--- src/rtl/refdiv_pkg.sv ---
package refdiv_pkg;

  typedef struct packed {
    logic clear;  // restart counting, suppress strobe
    logic step;   // one counted reference rising edge
  } pdivCtlT;

  localparam logic [3:0] CODE_NX8K   = 4'd3;
  localparam logic [3:0] CODE_T1E1   = 4'd4;

  // Edges of the reference per 8 kHz period.
  function automatic int spotRatio(input logic [3:0] code, input logic sonet, input int nMul);
    case (code)
      4'd0, 4'd1, 4'd2: return 1;
      CODE_NX8K:        return (nMul == 0) ? 1 : nMul;
      CODE_T1E1:        return sonet ? 193 : 256;
      4'd5:             return 810;
      4'd6:             return 2430;
      4'd7:             return 3240;
      4'd8:             return 4860;
      4'd9:             return 6480;
      4'd10:            return 9720;
      4'd11:            return 19440;
      default:          return 1;
    endcase
  endfunction

endpackage

--- src/rtl/refdiv_ctrl.sv ---
module refdiv_ctrl
  import refdiv_pkg::*;
#(
  parameter int NREF    = 3,
  parameter int SEL_W   = 2,
  parameter int CODE_W  = 4,
  parameter int N_W     = 8,
  parameter int RATIO_W = 15
) (
  input  logic                   clk,
  input  logic                   rst,
  input  logic [NREF-1:0]        refIn,
  input  logic [SEL_W-1:0]       refSel,
  input  logic [NREF*CODE_W-1:0] refCode,
  input  logic [NREF-1:0]        refLock,
  input  logic [NREF*N_W-1:0]    refMult,
  input  logic                   sonetMode,
  input  logic                   edgeFall,
  output pdivCtlT                ctl,
  output logic [RATIO_W-1:0]     ratio,
  output logic                   lockEn,
  output logic                   fallSel
);

  localparam int KEY_W = SEL_W + CODE_W + 1 + N_W + 2;

  logic              selLvl;
  logic [CODE_W-1:0] selCode;
  logic              selLock;
  logic [N_W-1:0]    selMult;
  logic [KEY_W-1:0]  cfgKey, keyReg;
  logic              keyValid, changed;
  logic              refCur, refPrev;

  always_comb begin
    selLvl  = 1'b0;
    selCode = '0;
    selLock = 1'b0;
    selMult = '0;
    for (int i = 0; i < NREF; i++) begin
      if (refSel == SEL_W'(i)) begin
        selLvl  = refIn[i];
        selCode = refCode[i*CODE_W +: CODE_W];
        selLock = refLock[i];
        selMult = refMult[i*N_W +: N_W];
      end
    end
  end

  assign cfgKey  = {refSel, selCode, selLock, selMult, sonetMode, edgeFall};
  assign changed = !keyValid || (cfgKey != keyReg);

  always_ff @(posedge clk) begin
    if (rst) begin
      keyValid <= 1'b0;
      keyReg   <= '0;
      refCur   <= 1'b0;
      refPrev  <= 1'b0;
    end else begin
      keyValid <= 1'b1;
      keyReg   <= cfgKey;
      if (changed) begin
        refCur  <= selLvl;
        refPrev <= selLvl;
      end else begin
        refPrev <= refCur;
        refCur  <= selLvl;
      end
    end
  end

  assign ctl.clear = changed;
  assign ctl.step  = !changed && refCur && !refPrev;
  assign ratio     = RATIO_W'(spotRatio(selCode, sonetMode, int'(selMult)));
  assign lockEn    = selLock;
  assign fallSel   = edgeFall;


  idle_sel_chk: assert property (@(posedge clk) disable iff (rst)
    (refSel >= SEL_W'(NREF) && $past(refSel >= SEL_W'(NREF)) && !ctl.clear) |-> !ctl.step);

endmodule

--- src/rtl/refdiv_dp.sv ---
module refdiv_dp
  import refdiv_pkg::*;
#(
  parameter int RATIO_W = 15
) (
  input  logic               clk,
  input  logic               rst,
  input  pdivCtlT            ctl,
  input  logic [RATIO_W-1:0] ratio,
  input  logic               lockEn,
  input  logic               fallSel,
  output logic               strobe
);

  logic [RATIO_W-1:0] cnt;
  logic [RATIO_W-1:0] lastCnt, halfCnt;
  logic               atLast, hit;

  assign lastCnt = ratio - RATIO_W'(1);
  assign halfCnt = ratio >> 1;
  assign atLast  = (cnt == lastCnt);
  assign hit     = !lockEn || (fallSel ? (cnt == halfCnt) : atLast);

  always_ff @(posedge clk) begin
    if (rst) begin
      cnt    <= '0;
      strobe <= 1'b0;
    end else begin
      strobe <= ctl.step && hit;
      if (ctl.clear)
        cnt <= '0;
      else if (ctl.step && lockEn)
        cnt <= atLast ? '0 : cnt + RATIO_W'(1);
    end
  end


  single_pulse_chk: assert property (@(posedge clk) disable iff (rst) strobe |=> !strobe);

  cnt_range_chk: assert property (@(posedge clk) disable iff (rst) !ctl.clear |-> (cnt < ratio));

  clear_quiet_chk: assert property (@(posedge clk) disable iff (rst) ctl.clear |=> (!strobe && cnt == '0));

  passthru_fire_chk: assert property (@(posedge clk) disable iff (rst) (ctl.step && !lockEn) |=> strobe);

endmodule

--- src/rtl/refdiv8k.sv ---
module refdiv8k
  import refdiv_pkg::*;
#(
  parameter int NREF    = 3,
  parameter int SEL_W   = 2,
  parameter int CODE_W  = 4,
  parameter int N_W     = 8,
  parameter int RATIO_W = 15
) (
  input  logic                   clk,
  input  logic                   rst,
  input  logic [NREF-1:0]        refIn,
  input  logic [SEL_W-1:0]       refSel,
  input  logic [NREF*CODE_W-1:0] refCode,
  input  logic [NREF-1:0]        refLock,
  input  logic [NREF*N_W-1:0]    refMult,
  input  logic                   sonetMode,
  input  logic                   edgeFall,
  output logic                   cmpStrobe
);

  pdivCtlT            ctl;
  logic [RATIO_W-1:0] ratio;
  logic               lockEn, fallSel;

  refdiv_ctrl #(.NREF(NREF), .SEL_W(SEL_W), .CODE_W(CODE_W), .N_W(N_W), .RATIO_W(RATIO_W)) uCtrl (
    .clk(clk), .rst(rst), .refIn(refIn), .refSel(refSel), .refCode(refCode),
    .refLock(refLock), .refMult(refMult), .sonetMode(sonetMode), .edgeFall(edgeFall),
    .ctl(ctl), .ratio(ratio), .lockEn(lockEn), .fallSel(fallSel)
  );

  refdiv_dp #(.RATIO_W(RATIO_W)) uDp (
    .clk(clk), .rst(rst), .ctl(ctl), .ratio(ratio), .lockEn(lockEn),
    .fallSel(fallSel), .strobe(cmpStrobe)
  );

endmodule

--- config.mk ---
export PLATFORM = sky130hd
export DESIGN_NAME = refdiv8k
export DESIGN_NICKNAME = d
export VERILOG_FILES = /design/src/rtl/refdiv_pkg.sv /design/src/rtl/refdiv_ctrl.sv /design/src/rtl/refdiv_dp.sv /design/src/rtl/refdiv8k.sv
export SDC_FILE = /design/constraint.sdc
export NUM_CORES = 1
export LEC_CHECK = 0
export CORE_MARGIN = 2
export CORE_UTILIZATION = 45
export CTS_BUF_LIST = sky130_fd_sc_hd__clkbuf_8
export DETAILED_ROUTE_END_ITERATION = 16
export HOLD_SLACK_MARGIN = 0.12
export PLACE_DENSITY = 0.69
export SETUP_SLACK_MARGIN = 0.02
export SLEW_MARGIN = 20
export SYNTH_ARGS = -nofsm -noshare
export SYNTH_HDL_FRONTEND = slang
export SYNTH_HIERARCHICAL = 1
export SYNTH_SLANG_ARGS = --single-unit
--- constraint.sdc ---
create_clock -name clk -period 4.2 [get_ports clk]
set_clock_uncertainty 0.15 [all_clocks]
set_input_delay 0.63 -clock clk [delete_from_list [all_inputs] [get_ports clk]]
set_output_delay 0.63 -clock clk [all_outputs]
set_load 0.02 [all_outputs]
Yosys cells after proc, flatten, opt, wreduce, memory -nomap -nowiden
Index checks and enable logic that the tools add are counted.

Logic and storage cells: 54. Bits in registers: 36. Bits of input ports: 48. Output and inout port bits: 1.

Add/subtract/negate cells: 2. Reduce and logical (&&, ||, !) cells: 13. Eq/ne operators: 14. Multiplexer cells: 19.

Operator list (count): $pmux 15 s9 (1); $mux 8 (4); $ne 17x17->1 (1); $eq 4x3->1 const B (4); $eq 4x4->1 const B (4); $add 15x1->15 const B (1); $eq 15x14->1 (1); $eq 15x15->1 (1); $mux 15 (1); $sub 15x1->15 const B (1); $mux 4 (3); $mux 1 (9); $mux 9 (1); $logic_not 8->1 (1); $eq 4x2->1 const B (1); $logic_and 1x1->1 (4); $logic_not 1->1 (4); $eq 2x1->1 const B (1); $eq 2x2->1 const B (1); $logic_not 2->1 (1); $logic_or 1x1->1 (2); $reduce_or 2->1 (1).

Depth between registers and ports, before layout
Depth after elaboration: 12. Depth in mapped cells: 19.

Cells and area by module
Netlist, hierarchy kept.

By module, submodules not included: refdiv_ctrl (instances 1, area each 1482.7 µm², seq. area each 400.4 µm², cells an instance 188); refdiv_dp (instances 1, area each 1453.9 µm², seq. area each 320.3 µm², cells an instance 183).

Least setup slack after synthesis
No wires, ideal clock.

Kind: in2reg. From: input port refSel[0]. To: register uDp.cnt[6]. Stages on the path: 16. Arrival time: 4.334 ns. Setup time: 0.115 ns. Slack: -0.400 ns. Path buffers: 2. Path through: buf_6 > mux2_2 > a22oi_1 > nor4b_1 > a31oi_1 > o31ai_1 > inv_1 > ha_1 > nand2b_1 > o211a_1 > o31a_1 > or4_1 > or3_1 > o31ai_4 > buf_6 > nor2_2.

Word-level cells in the longest chain between the ends: 10. Elaborated cells on any way between the ends: 34.

RTL lines: start, declared (line refdiv8k.sv:13) `input logic [SEL_W-1:0] refSel,`; $logic_not 2->1 (line refdiv_ctrl.sv:41) `if (refSel == SEL_W'(i)) begin`; $mux 8 (3 in a row) (line refdiv_ctrl.sv:41); $logic_not 8->1 (line refdiv_pkg.sv:15) `CODE_NX8K: return (nMul == 0) ? 1 : nMul;`; $mux 8 (line refdiv_pkg.sv:15); $pmux 15 s9 * (line refdiv_pkg.sv:13) `case (code)`; named net ratio[0] (line refdiv8k.sv:23) `logic [RATIO_W-1:0] ratio;`; $sub 15x1->15 * (line refdiv_dp.sv:19) `assign lastCnt = ratio - RATIO_W'(1);`; $eq 15x15->1 * (line refdiv_dp.sv:21) `assign atLast = (cnt == lastCnt);`; $mux 15 * (line refdiv_dp.sv:33) `cnt <= atLast ? '0 : cnt + RATIO_W'(1);`; end signal, assigned (line refdiv_dp.sv:33); end, declared (line refdiv_dp.sv:15) `logic [RATIO_W-1:0] cnt;`.

The timed path passes the listed nets; every way through them passes the cells marked *. A chain may end at the register's enable or synchronous reset.

Worst setup path after layout
From: input port refSel[0]. To: register uDp.cnt[5].

The elaborated chain is that of the path after synthesis.

==> reports/qor_table.md <==
| Quantity | Reported |
|:---|:---|
| Share of synthesized cell area in full adder, half adder and majority cells | 0.00852 |
| Worst Hold Class | register to register |
| Clock-pin slew reported for the worst setup and hold paths after clock tree synthesis | 0.07 ns |
| FFs w/ async S/R, synth | 0 |
| Clock sinks | 36 |
| Core Region | 0.00631 mm² |
| Maximum clock insertion buffer count | 2 |
| Worst relative slew slack | 0.465 |
| Fraction of the mapped netlist area in compound gates | 0.164 |
| Final setup fails | 0 |
| Crit path kind | input pin to register |
| First-pass GRT wire length | 14400 µm |
| Worst hold-check slack | 0.401 ns |
| Seq/Total Area, Yosys | 0.245 |
| Leading cell type in the layout, fill and taps excluded | sky130_fd_sc_hd__buf_4 |
| Register bit total from synthesis | 36 |
| Number of max-cap violations | 0 |
| Mean Syn Cell Area | 7.92 µm² |
| Detailed-route wire length per cell | 15.5 µm |
| DR pass1 iterations | 4 |
| Fillcell total | 495 |
| Die boundary height | 84.8 µm |
| Startpoint kind of the worst setup timing path | input pin |
| Root buf cell | sky130_fd_sc_hd__clkbuf_8 |
| Area of combinational cells with multiple inputs | 0.00221 mm² |
| Max Slew Vio Count | 0 |
| Cell count after synthesis | 371 |
| Post-detailed-placement half-perimeter wirelength | 6660 µm |
| Max Clk Rate | 0.247 GHz |
| Post-layout worst setup margin | 0.143 ns |
| Die outline area | 0.00719 mm² |
| Drt initial violations | 163 |
| Cell family with most CP delay | simple AND/OR/NAND/NOR gates |
| Final core occ | 0.699 |
| Status | complete, no violations |
| TritonCTS clock tree | yes |
| Pin count of the biggest net entering global routing | 22 |
| Vias after detailed routing | 3123 |
| Routed vias/inst | 5.46 |
| Setup repair after global routing missed its margin | true |
| Die X-Extent | 84.8 µm |
| Detailed-route DRC error count | 0 |
| Post-route minimum period | 4.06 ns |
| Top fanout value on the critical path | 8 |
| Final cell area excluding filler cells | 0.00441 mm² |
| Part of the cycle the worst path needs | 0.966 |
| Nature of the critical path endpoint | register |
| Multiplexer share of the synthesized area | 0.0690 |
| Peak supply drop | 0.000247 V |
| Top cell by count, worst path | sky130_fd_sc_hd__buf_12 |
| Tot GR Track Use | 0.246 |
| Area growth from synthesis to final layout | 50.3% |
| Placed Instance Area | 0.00408 mm² |
| Area occupied by registers | 721 µm² |
| Max incr delay on CP | 0.55 ns |
| Worst path bufs/invs | 5 |
| Number of hold buffers added after cts | 0 |
| Number of rows created at floorplan | 29 |
| Leakage power figure | 1.88 nW |
| Slowest CP cell | sky130_fd_sc_hd__or4_4 |
| Number of global-route vias before repair | 3103 |
| # IOs | 49 |
| Post-synthesis cell area | 0.00294 mm² |
| Simple-gate portion of the synthesized area | 0.285 |
| Xor/xnor share of the synthesized area | 0.167 |
| Number of buffers added on ports | 48 |
| Arrival time at the worst endpoint | 4.09 ns |
| Final Routed Wirelength | 8860 µm |
| # diodes | 0 |
| Dominant combinational cell family by area after synthesis | simple AND/OR/NAND/NOR gates |
| Count of flip-flops with a built-in enable after synthesis | 0 |
| Least-Margin Pin Slew | 0.800 ns |
| Worst-skew pair later-pin latency | 0.29 ns |
| Initial antenna violation count | 0 |
| Top library cells by usage in the layout, fill and taps aside | sky130_fd_sc_hd__buf_4, sky130_fd_sc_hd__nor2_1, sky130_fd_sc_hd__clkdlybuf4s50_1, sky130_fd_sc_hd__dfxtp_1, sky130_fd_sc_hd__xnor2_1 |
| CP Cell Sequence | buf_4 > buf_12 > mux2_4 > a22oi_2 > nor4b_4 > a31oi_2 > o31ai_2 > inv_1 > ha_4 > xor2_1 > nand3_1 > or4_4 > or3_4 > o31ai_4 > buf_6 > buf_12 > nor2_1 |
| Final net count | 544 |
| Endpoint required time on the critical path | 4.23 ns |
| Hold Vio Cnt, Final | 0 |
| Primary flip-flop cell chosen by synthesis mapping | sky130_fd_sc_hd__dfxtp_1 |
| Number of warnings printed during yosys synthesis | 6 |
| Number of levels in the clock H-tree | 2 |
| Pre-CTS setup slack | -0.658 ns |
| Aggregate global routing overflow | 0 |
| Starting density of the core | 0.465 |
| Pwr dens | 244 mW/mm² |
| Placer Congestion | 0.925 |
| Share of layout cells above drive strength 1 | 0.289 |
| Distinct cell type count after synthesis | 64 |
| Final antenna-violating net count | 0 |
| Synthesized net count | 421 |
| CTS Buf Count | 5 |
==> sequential cells by signal (all words and copies together) (netlist names) <==
signal and flops:
uCtrl/keyReg 17, uCtrl/keyValid 1, uCtrl/refCur 1, uCtrl/refPrev 1
uDp/cnt 15, uDp/strobe 1
==> where the power goes <==
part	internal [mW]	total (mW)	switching, mW
clock	0.131	0.261	0.130
sequential	0.353	0.358	0.00563
combinational	0.244	0.457	0.213
==> cells in the mapped netlist (all sizes together) (2+ instances only) <==
cell type / instances / area, µm²
nor2: 58 / 243
dfxtp: 36 / 721
xnor2: 32 / 280
xor2: 24 / 210
o21ai: 18 / 93.8
a21oi: 17 / 96.4
nand2: 17 / 63.8
mux2i: 15 / 150
nand3: 14 / 70.1
inv: 13 / 48.8
buf: 11 / 92.6
clkbuf: 10 / 37.5
nand4: 8 / 50.1
nor2b: 8 / 50.1
nor3: 8 / 40.0
nand3b: 7 / 52.6
and3: 6 / 37.5
and2: 5 / 31.3
nor4: 5 / 46.3
o22ai: 5 / 37.5
mux2: 4 / 52.6
nand2b: 4 / 25.0
or4: 4 / 33.8
a31oi: 3 / 18.8
o211a: 3 / 30.0
o21a: 3 / 22.5
o2bb2ai: 3 / 26.3
a211oi: 2 / 15.0
and3b: 2 / 17.5
ha: 2 / 25.0
nor3b: 2 / 15.0
nor4b: 2 / 17.5
o31ai: 2 / 28.8
o32ai: 2 / 17.5
==> cell families after synthesis <==
| family | Yosys count |
|---|---|
| DFF | 36 |
| AOI/OAI and AO/OA | 69 |
| muxes | 19 |
| and+or+nand+nor | 155 |
| adders and majority gates | 2 |
| buffers and inverters | 34 |
| xor gates and xnor gates | 56 |
==> what timing repair did <==
| action | CTS | global route |
|---|---|---|
| pin swaps | 3 | 7 |
| gates resized for setup | 17 | 21 |
| setup buffers | 4 | 3 |
| cloned | 2 | 0 |
| endpoints found under the setup margin | 16 | 16 |
| endpoints found under the hold margin | 0 | 0 |
==> tightest hold or removal path: stages (launching register included) <==
cell and delay [ns]:
sky130_fd_sc_hd__dfxtp_1 0.32, sky130_fd_sc_hd__nor3b_1 0.06, sky130_fd_sc_hd__o211a_1 0.13
==> final timing paths <==
| check | start | to | slack, ns | depth (start not counted) |
|---|---|---|---|---|
| max | refSel[0] | uDp/cnt[5]$_SDFFE_PP0P_ | 0.14 | 17 |
| min | uCtrl/refPrev$_SDFF_PP0_ | uDp/strobe$_SDFF_PP0_ | 0.40 | 2 |
| max reg2reg | uCtrl/keyReg[5]$_SDFF_PP0_ | uDp/cnt[10]$_SDFFE_PP0P_ | 0.95 | 11 |
| min reg2reg | uCtrl/refPrev$_SDFF_PP0_ | uDp/strobe$_SDFF_PP0_ | 0.40 | 2 |
==> area by class of cell <==
cell class                 count  area share
clock buffer                   6      0.0187
inverter                      13      0.0111
sequential                    36       0.163
tap                           77      0.0218
multi-input combinational    301       0.500
clock inverter                 2     0.00255
timing repair buffer         137       0.282
==> metal layers <==
layer,wire length (µm),global-route usage,part of all wire,up-vias
met3,380,0.0433,0.043,7
li1,-,-,-,1549
met4,62,0.0606,0.0070,0
met5,0,0,0,-
met1,4250,0.342,0.48,1495
met2,4170,0.397,0.47,72
==> per-stage QoR <==
stage | TNS, ns | std cells | power (mW)
after floorplan | -1.16 | 371 | 0.594
after global routing | 0 | 572 | 1.13
after global placement | -8.54 | 555 | 0.776
after CTS | 0 | 569 | 1.06
final | 0 | 572 | 1.08
after detailed placement | -9.80 | 555 | 0.785
Power figures use the tool's default switching activity.
